### src/rtl/irq_route_pkg.sv
package irq_route_pkg;
  localparam int DW     = 32;
  localparam int NLVL   = 16;
  localparam int LVL_W  = 4;
  localparam int HALF   = 16;
  localparam logic [DW-1:0] CPU_LEGAL = 32'hFFFE_FFFE;

  // priority level reached by a device source bit; 0 means none
  function automatic logic [LVL_W-1:0] src_level(input int b);
    case (b)
      0, 7:         return 4'd2;
      1, 8:         return 4'd3;
      18:           return 4'd4;
      2, 9:         return 4'd5;
      16:           return 4'd6;
      3, 10:        return 4'd7;
      20:           return 4'd8;
      4, 11, 30:    return 4'd9;
      19:           return 4'd10;
      5, 12, 22:    return 4'd11;
      14, 15:       return 4'd12;
      17:           return 4'd13;
      default:      return 4'd0;
    endcase
  endfunction
endpackage

### src/rtl/irq_cpu_bank.sv
module irq_cpu_bank
  import irq_route_pkg::*;
(
  input  logic            clk,
  input  logic            rst_n,
  input  logic            set_we,
  input  logic            clr_we,
  input  logic [DW-1:0]   wdata,
  output logic [DW-1:0]   pend,
  output logic [NLVL-1:0] lvl_vec
);
  logic [DW-1:0] wbits;
  assign wbits = wdata & CPU_LEGAL;

  always_ff @(posedge clk) begin
    if (!rst_n)      pend <= '0;
    else if (set_we) pend <= pend | wbits;
    else if (clr_we) pend <= pend & ~wbits;
  end

  // hard level n at bit n, soft level n at bit 16+n
  assign lvl_vec = {pend[HALF+NLVL-1:HALF+1] | pend[NLVL-1:1], 1'b0};

  // bits written as 0 to the set port keep their value
  a_r2_set_zero_bits: assert property (@(posedge clk) disable iff (!rst_n)
    set_we |=> ((pend & ~$past(wdata)) == ($past(pend) & ~$past(wdata))));
  // bits written as 0 to the clear port keep their value
  a_r3_clear_zero_bits: assert property (@(posedge clk) disable iff (!rst_n)
    (clr_we && !set_we) |=> ((pend & ~$past(wdata)) == ($past(pend) & ~$past(wdata))));
  // bits written as 1 to the clear port are gone
  a_r3_clear_ones: assert property (@(posedge clk) disable iff (!rst_n)
    (clr_we && !set_we) |=> ((pend & $past(wdata)) == '0));
endmodule

### src/rtl/irq_sys_route.sv
module irq_sys_route
  import irq_route_pkg::*;
#(
  parameter int TW = 2
) (
  input  logic            clk,
  input  logic            rst_n,
  input  logic [DW-1:0]   dev,
  input  logic            mclr_we,
  input  logic            mset_we,
  input  logic            tgt_we,
  input  logic [DW-1:0]   wdata,
  output logic [DW-1:0]   mask,
  output logic [DW-1:0]   pend_view,
  output logic [TW-1:0]   target,
  output logic [NLVL-1:0] sys_vec
);
  logic [DW-1:0] eff;

  always_ff @(posedge clk) begin
    if (!rst_n)       mask <= '1;
    else if (mclr_we) mask <= mask & ~wdata;
    else if (mset_we) mask <= mask | wdata;
  end

  always_ff @(posedge clk) begin
    if (!rst_n)      target <= '0;
    else if (tgt_we) target <= wdata[TW-1:0];
  end

  assign pend_view = {1'b0, dev[DW-2:0]};
  assign eff = mask[DW-1] ? '0 : (pend_view & ~mask);

  always_comb begin
    sys_vec = '0;
    for (int b = 0; b < DW; b++)
      if (eff[b]) sys_vec[src_level(b)] = 1'b1;
    sys_vec[0] = 1'b0;
  end

  // a 1 written to the clear port enables that source
  a_r4_clear_enables: assert property (@(posedge clk) disable iff (!rst_n)
    mclr_we |=> ((mask & $past(wdata)) == '0));
  // a 1 written to the set port disables that source
  a_r4_set_disables: assert property (@(posedge clk) disable iff (!rst_n)
    (mset_we && !mclr_we) |=> ((mask & $past(wdata)) == $past(wdata)));
  // mask-all blocks every device source
  a_r5_maskall_blocks: assert property (@(posedge clk) disable iff (!rst_n)
    mask[DW-1] |-> (sys_vec == '0));
endmodule

### src/rtl/irq_prio_enc.sv
module irq_prio_enc
  import irq_route_pkg::*;
(
  input  logic [NLVL-1:0]  vec,
  output logic [LVL_W-1:0] lvl
);
  always_comb begin
    lvl = '0;
    for (int i = 1; i < NLVL; i++)
      if (vec[i]) lvl = LVL_W'(i);
  end

  // the level is the top set bit, or 0 with nothing set
  always_comb begin
    a_r9_is_highest: assert ((lvl == '0 && vec[NLVL-1:1] == '0) ||
                             (lvl != '0 && (vec >> lvl) == NLVL'(1)));
  end
endmodule

### src/rtl/irq_router_mp.sv
module irq_router_mp
  import irq_route_pkg::*;
#(
  parameter int NCPU = 4,
  parameter int AW   = 6
) (
  input  logic                  clk,
  input  logic                  rst_n,
  input  logic                  req_valid,
  input  logic                  req_write,
  input  logic [AW-1:0]         req_addr,
  input  logic [DW-1:0]         req_wdata,
  output logic                  rsp_valid,
  output logic [DW-1:0]         rsp_rdata,
  input  logic [DW-1:0]         dev_irq,
  output logic [NCPU*LVL_W-1:0] irq_level
);
  localparam int TW       = (NCPU > 1) ? $clog2(NCPU) : 1;
  localparam int OFF_W    = 2;
  localparam int SYS_BASE = NCPU << OFF_W;

  logic wr, rd, in_cpu;
  logic [AW-OFF_W-1:0] cpu_field;
  logic [OFF_W-1:0]    off;
  logic [AW-1:0]       sys_off;

  assign wr        = req_valid &&  req_write;
  assign rd        = req_valid && !req_write;
  assign in_cpu    = (int'(req_addr) < SYS_BASE);
  assign cpu_field = req_addr[AW-1:OFF_W];
  assign off       = req_addr[OFF_W-1:0];
  assign sys_off   = req_addr - AW'(SYS_BASE);

  logic mclr_we, mset_we, tgt_we;
  assign mclr_we = wr && !in_cpu && sys_off == AW'(2);
  assign mset_we = wr && !in_cpu && sys_off == AW'(3);
  assign tgt_we  = wr && !in_cpu && sys_off == AW'(4);

  logic [DW-1:0]   mask, pend_view;
  logic [TW-1:0]   target;
  logic [NLVL-1:0] sys_vec;

  irq_sys_route #(.TW(TW)) u_sys (
    .clk(clk), .rst_n(rst_n), .dev(dev_irq),
    .mclr_we(mclr_we), .mset_we(mset_we), .tgt_we(tgt_we),
    .wdata(req_wdata), .mask(mask), .pend_view(pend_view),
    .target(target), .sys_vec(sys_vec)
  );

  logic [DW-1:0]   pend     [NCPU];
  logic [NLVL-1:0] bank_vec [NCPU];
  logic [NLVL-1:0] cand     [NCPU];
  logic [LVL_W-1:0] lvl_d   [NCPU];

  for (genvar k = 0; k < NCPU; k++) begin : g_cpu
    logic hit;
    assign hit = wr && in_cpu && cpu_field == (AW-OFF_W)'(k);

    irq_cpu_bank u_bank (
      .clk(clk), .rst_n(rst_n),
      .set_we(hit && off == OFF_W'(2)),
      .clr_we(hit && off == OFF_W'(1)),
      .wdata(req_wdata), .pend(pend[k]), .lvl_vec(bank_vec[k])
    );

    assign cand[k] = bank_vec[k] | ((target == TW'(k)) ? sys_vec : '0);

    irq_prio_enc u_enc (.vec(cand[k]), .lvl(lvl_d[k]));

    always_ff @(posedge clk) begin
      if (!rst_n) irq_level[k*LVL_W +: LVL_W] <= '0;
      else        irq_level[k*LVL_W +: LVL_W] <= lvl_d[k];
    end

    // nothing qualifying gives level 0 on the next cycle
    a_r9_idle_zero: assert property (@(posedge clk) disable iff (!rst_n)
      (cand[k] == '0) |=> (irq_level[k*LVL_W +: LVL_W] == '0));
    // a non-target processor with empty bank stays at level 0
    a_r8_nontarget_quiet: assert property (@(posedge clk) disable iff (!rst_n)
      (target != TW'(k) && bank_vec[k] == '0) |=> (irq_level[k*LVL_W +: LVL_W] == '0));
  end

  logic [DW-1:0] rd_mux;
  always_comb begin
    rd_mux = '0;
    if (in_cpu) begin
      for (int k = 0; k < NCPU; k++)
        if (cpu_field == (AW-OFF_W)'(k) && off == '0) rd_mux = pend[k];
    end else begin
      case (sys_off)
        AW'(0):  rd_mux = pend_view;
        AW'(1):  rd_mux = mask;
        AW'(4):  rd_mux = DW'(target);
        default: rd_mux = '0;
      endcase
    end
  end

  always_ff @(posedge clk) begin
    if (!rst_n) begin
      rsp_valid <= 1'b0;
      rsp_rdata <= '0;
    end else begin
      rsp_valid <= rd;
      if (rd) rsp_rdata <= rd_mux;
    end
  end

  // each read gets a response next cycle, nothing else does
  a_r10_read_resp: assert property (@(posedge clk) disable iff (!rst_n)
    rd |=> rsp_valid);
  a_r10_no_spurious: assert property (@(posedge clk) disable iff (!rst_n)
    !rd |=> !rsp_valid);
endmodule

### config.mk
export PLATFORM = sky130hd
export DESIGN_NAME = irq_router_mp
export DESIGN_NICKNAME = d
export VERILOG_FILES = /design/src/rtl/irq_route_pkg.sv /design/src/rtl/irq_cpu_bank.sv /design/src/rtl/irq_sys_route.sv /design/src/rtl/irq_prio_enc.sv /design/src/rtl/irq_router_mp.sv
export SDC_FILE = /design/constraint.sdc
export NUM_CORES = 1
export LEC_CHECK = 0
export BUFFER_PORTS_ARGS = -buffer_cell sky130_fd_sc_hd__buf_2
export CAP_MARGIN = 30
export CORE_MARGIN = 1
export CORE_UTILIZATION = 45
export DETAILED_ROUTE_END_ITERATION = 10
export HOLD_SLACK_MARGIN = 0.02
export SYNTH_ARGS = -nofsm -noshare
export SYNTH_HDL_FRONTEND = slang
export SYNTH_SLANG_ARGS = --single-unit
### constraint.sdc
create_clock -name clk -period 2.85 [get_ports clk]
set_input_delay 0.4275 -clock clk [delete_from_list [all_inputs] [get_ports clk]]
set_output_delay 0.4275 -clock clk [all_outputs]
set_load 0.05 [all_outputs]
==> results.py <==
metrics = {
    "clocking": {
        "cts.clk_slew.worst_paths_ns": 0.06,
        "insertion_delay_ns": 0.53,
        "clock-sinks": 203,
        "cts_tree": "built",
        "cts_buffer_depth": 3,
        "postCtsSetupBuffers": 0,
        "cts-resized-gates": 0,
        "numCtsBuffers": 23,
        "htreeDepth": 1,
        "hold_buffers": 0,
        "cts-root-buf": "clkbuf_16",
    },
    "sta": {
        "slew_viol_final": 0,
        "finalSetupTns_ns": 0,
        "grt_setup_unrepaired": "no",
        "hold_viol_final": 0,
        "worst_pin_slew_ns": 0.940,
        "setup_viol": 0,
        "min_period_over_period_pct": 86.3,
        "clock_skew_ns": 0.0215,
        "setup_ws_ns": 0.390,
        "holdWs_ns": 0.230,
        "slew-limit-headroom_pct": 37.4,
        "max_freq_mhz": 406,
        "fin_crit_ns": 2.46,
    },
    "finish": {
        "final_util_pct": 53.7,
        "area_delta_synth_final_pct": 16.6,
        "fin_nets": 1402,
        "diodes": 0,
        "drive_gt1_share_pct": 17.9,
    },
    "synthesis": {
        "synth_flop_cell": "dfxtp_1",
        "yosysMostFrequentCell": "nand2_1",
        "synth_cell_types": 55,
        "synthMuxAreaShare_pct": 11.2,
        "synth_nets": 1325,
        "synth_top_family_by_area": "compound AO/OA/AOI/OAI gates",
        "ys_seq_area_share_pct": 40.2,
        "ys_seq_elements": 203,
        "synth_edf_count": 0,
        "yosys.area_share.simple_pct": 21.8,
        "async_flop_share_pct": 0,
        "synthCells": 1251,
        "yosys_warnings": 0,
        "synth_area_leaders": "dfxtp_1, a22oi_1, nand2_1",
        "synthAdderAreaFrac_pct": 0,
        "synth_top_cell_by_area": "dfxtp_1",
        "synth_top_area_share_pct": 40.2,
        "synthesis.area_um2": 10100,
        "synth_xor_xnor_area_share_pct": 0.0865,
        "synth_commonest_cells": "nand2_1, dfxtp_1, nor2_1",
        "syn_avg_cell_area_um2": 8.09,
        "synth_compound_area_share_pct": 21.9,
    },
    "placed_design": {
        "place_worst_setup_slack_ns": 0.433,
        "finalWeightedCongestion": 1.00,
        "dp_hpwl_um": 28100,
        "io_buffers": 121,
    },
    "power": {
        "vdd_drop_max_mv": 0.414,
        "p_leak_nw": 4.71,
        "p_per_area_nw_per_um2": 544,
    },
    "drt": {
        "avgRoutedWirePerCell_um": 24.0,
        "totalWireLength_um": 39000,
        "ant_nets": 0,
        "drt_iter0_drc": 1064,
        "num_vias": 9953,
        "drc": 30,
        "dr.pass1.iters": 9,
        "viasPerCell": 6.13,
    },
    "die": {
        "rows": 54,
        "dieArea_um2": 23100,
        "core_um2": 22000,
        "io_pins": 123,
        "start_util_pct": 46.1,
        "die_h_um": 152,
        "die_w_um": 152,
    },
    "critical_path": {
        "crit_fanout": 15,
        "path_class": "reg2reg",
        "reg2reg_to": "irq_level[6]$_SDFF_PN0_",
        "rrSetupSlack_ns": 0.39,
        "required_ns": 3.30,
        "start_kind": "register",
        "crit_path_end_kind": "register",
        "worst-r2r-cell-count": 6,
        "worstPathArrival_ns": 2.91,
    },
    "status": {
        "outcome": "finished with violations",
        "violations": "DRC",
    },
    "hold_path": {
        "hold_depth": 4,
        "min_from": "req_wdata[16]",
        "hold_class": "in2reg",
    },
    "global_route": {
        "grt_max_degree": 62,
        "grt_pass1_wl_um": 58800,
        "grt_pass1_vias": 9135,
        "grt_usage_pct": 33.6,
        "antenna_found_initial": 2,
        "overflow": 0,
    },
    "job": {
        "max-cap-violations": 0,
    },
}
-- placed cells by master, fill, tap and decap left out, types with 7 or more instances in the layout --
master     instances
nand2b_1          16
or4_1              7
inv_1              9
mux4_2            22
o21ai_0           51
a31oi_1           14
mux2i_1           64
a21oi_1           35
nand3_1            8
nor4_1            19
a2111oi_0          7
dfxtp_1          203
a22oi_1          137
clkbuf_16         23
a221oi_1          10
nor2_1           196
o21a_1             9
nand2_1          239
buf_2            121
buf_4             42
a211oi_1          11
-- area by class of cell --
type / instances / area (um^2)
fill: 2147 / 10200
multi-input combinational: 924 / 5590
sequential: 203 / 4060
timing repair buffer: 166 / 981
clock buffer: 28 / 624
tap: 280 / 350
clock inverter: 12 / 153
inverter: 10 / 40.0
-- critical path: stages (launching register included) --
cell	delay, ns
dfxtp_1	0.69
or3b_1	0.35
o21ai_0	0.17
a2111oi_0	0.69
nand2_1	0.15
a31oi_1	0.18
o21a_1	0.15
-- through the flow --
stage	power [W]	std cells	instance area, um^2
final	0.00641	1623	11800
after global routing	0.00659	1623	11800
after CTS	0.00644	1623	11800
after detailed placement	0.00339	1583	11000
after global placement	0.00339	1583	11000
after floorplan	0.00323	1251	10100
-- kinds of logic (layout without fill, tap and decap cells) --
group / Yosys count / count (layout)
buffers and inverters: 124 / 216
AND/OR/NAND/NOR: 523 / 523
multiplexers: 86 / 86
AO/OA/AOI/OAI: 314 / 314
XOR/XNOR: 1 / 1
flip-flops: 203 / 203
-- where the power goes --
group | leakage [nW] | internal [W] | switching (W)
logic | 2.70 | 0.000136 | 0.000326
registers | 1.64 | 0.00286 | 0.0000150
clock network | 0.371 | 0.00183 | 0.00125
-- how the worst max path moves through the flow --
stage / cells past startpoint / slack [ns] / endpoint / startpoint
after floorplan: 5 / 0.97 / rsp_rdata[1]$_SDFFE_PN0P_ / req_addr[3]
after global placement: 6 / 0.52 / rsp_rdata[0]$_SDFFE_PN0P_ / req_addr[3]
after detailed placement: 6 / 0.43 / rsp_rdata[0]$_SDFFE_PN0P_ / req_addr[3]
after CTS: 6 / 0.49 / irq_level[6]$_SDFF_PN0_ / register
after global routing: 6 / 0.21 / irq_level[6]$_SDFF_PN0_ / register
final: 6 / 0.39 / irq_level[6]$_SDFF_PN0_ / register
-- routing by layer --
metal | GRT usage (%) | routed length [um] | part of all wire (%) | vias up
met5 | 0 | 13 | 0.033 | -
met3 | 5.50 | 3470 | 8.9 | 60
met1 | 50.4 | 18100 | 46 | 4781
li1 | - | - | - | 4630
met2 | 49.2 | 16500 | 42 | 480
met4 | 9.43 | 874 | 2.2 | 2
No activity file was read; power rests on OpenSTA's default activity.
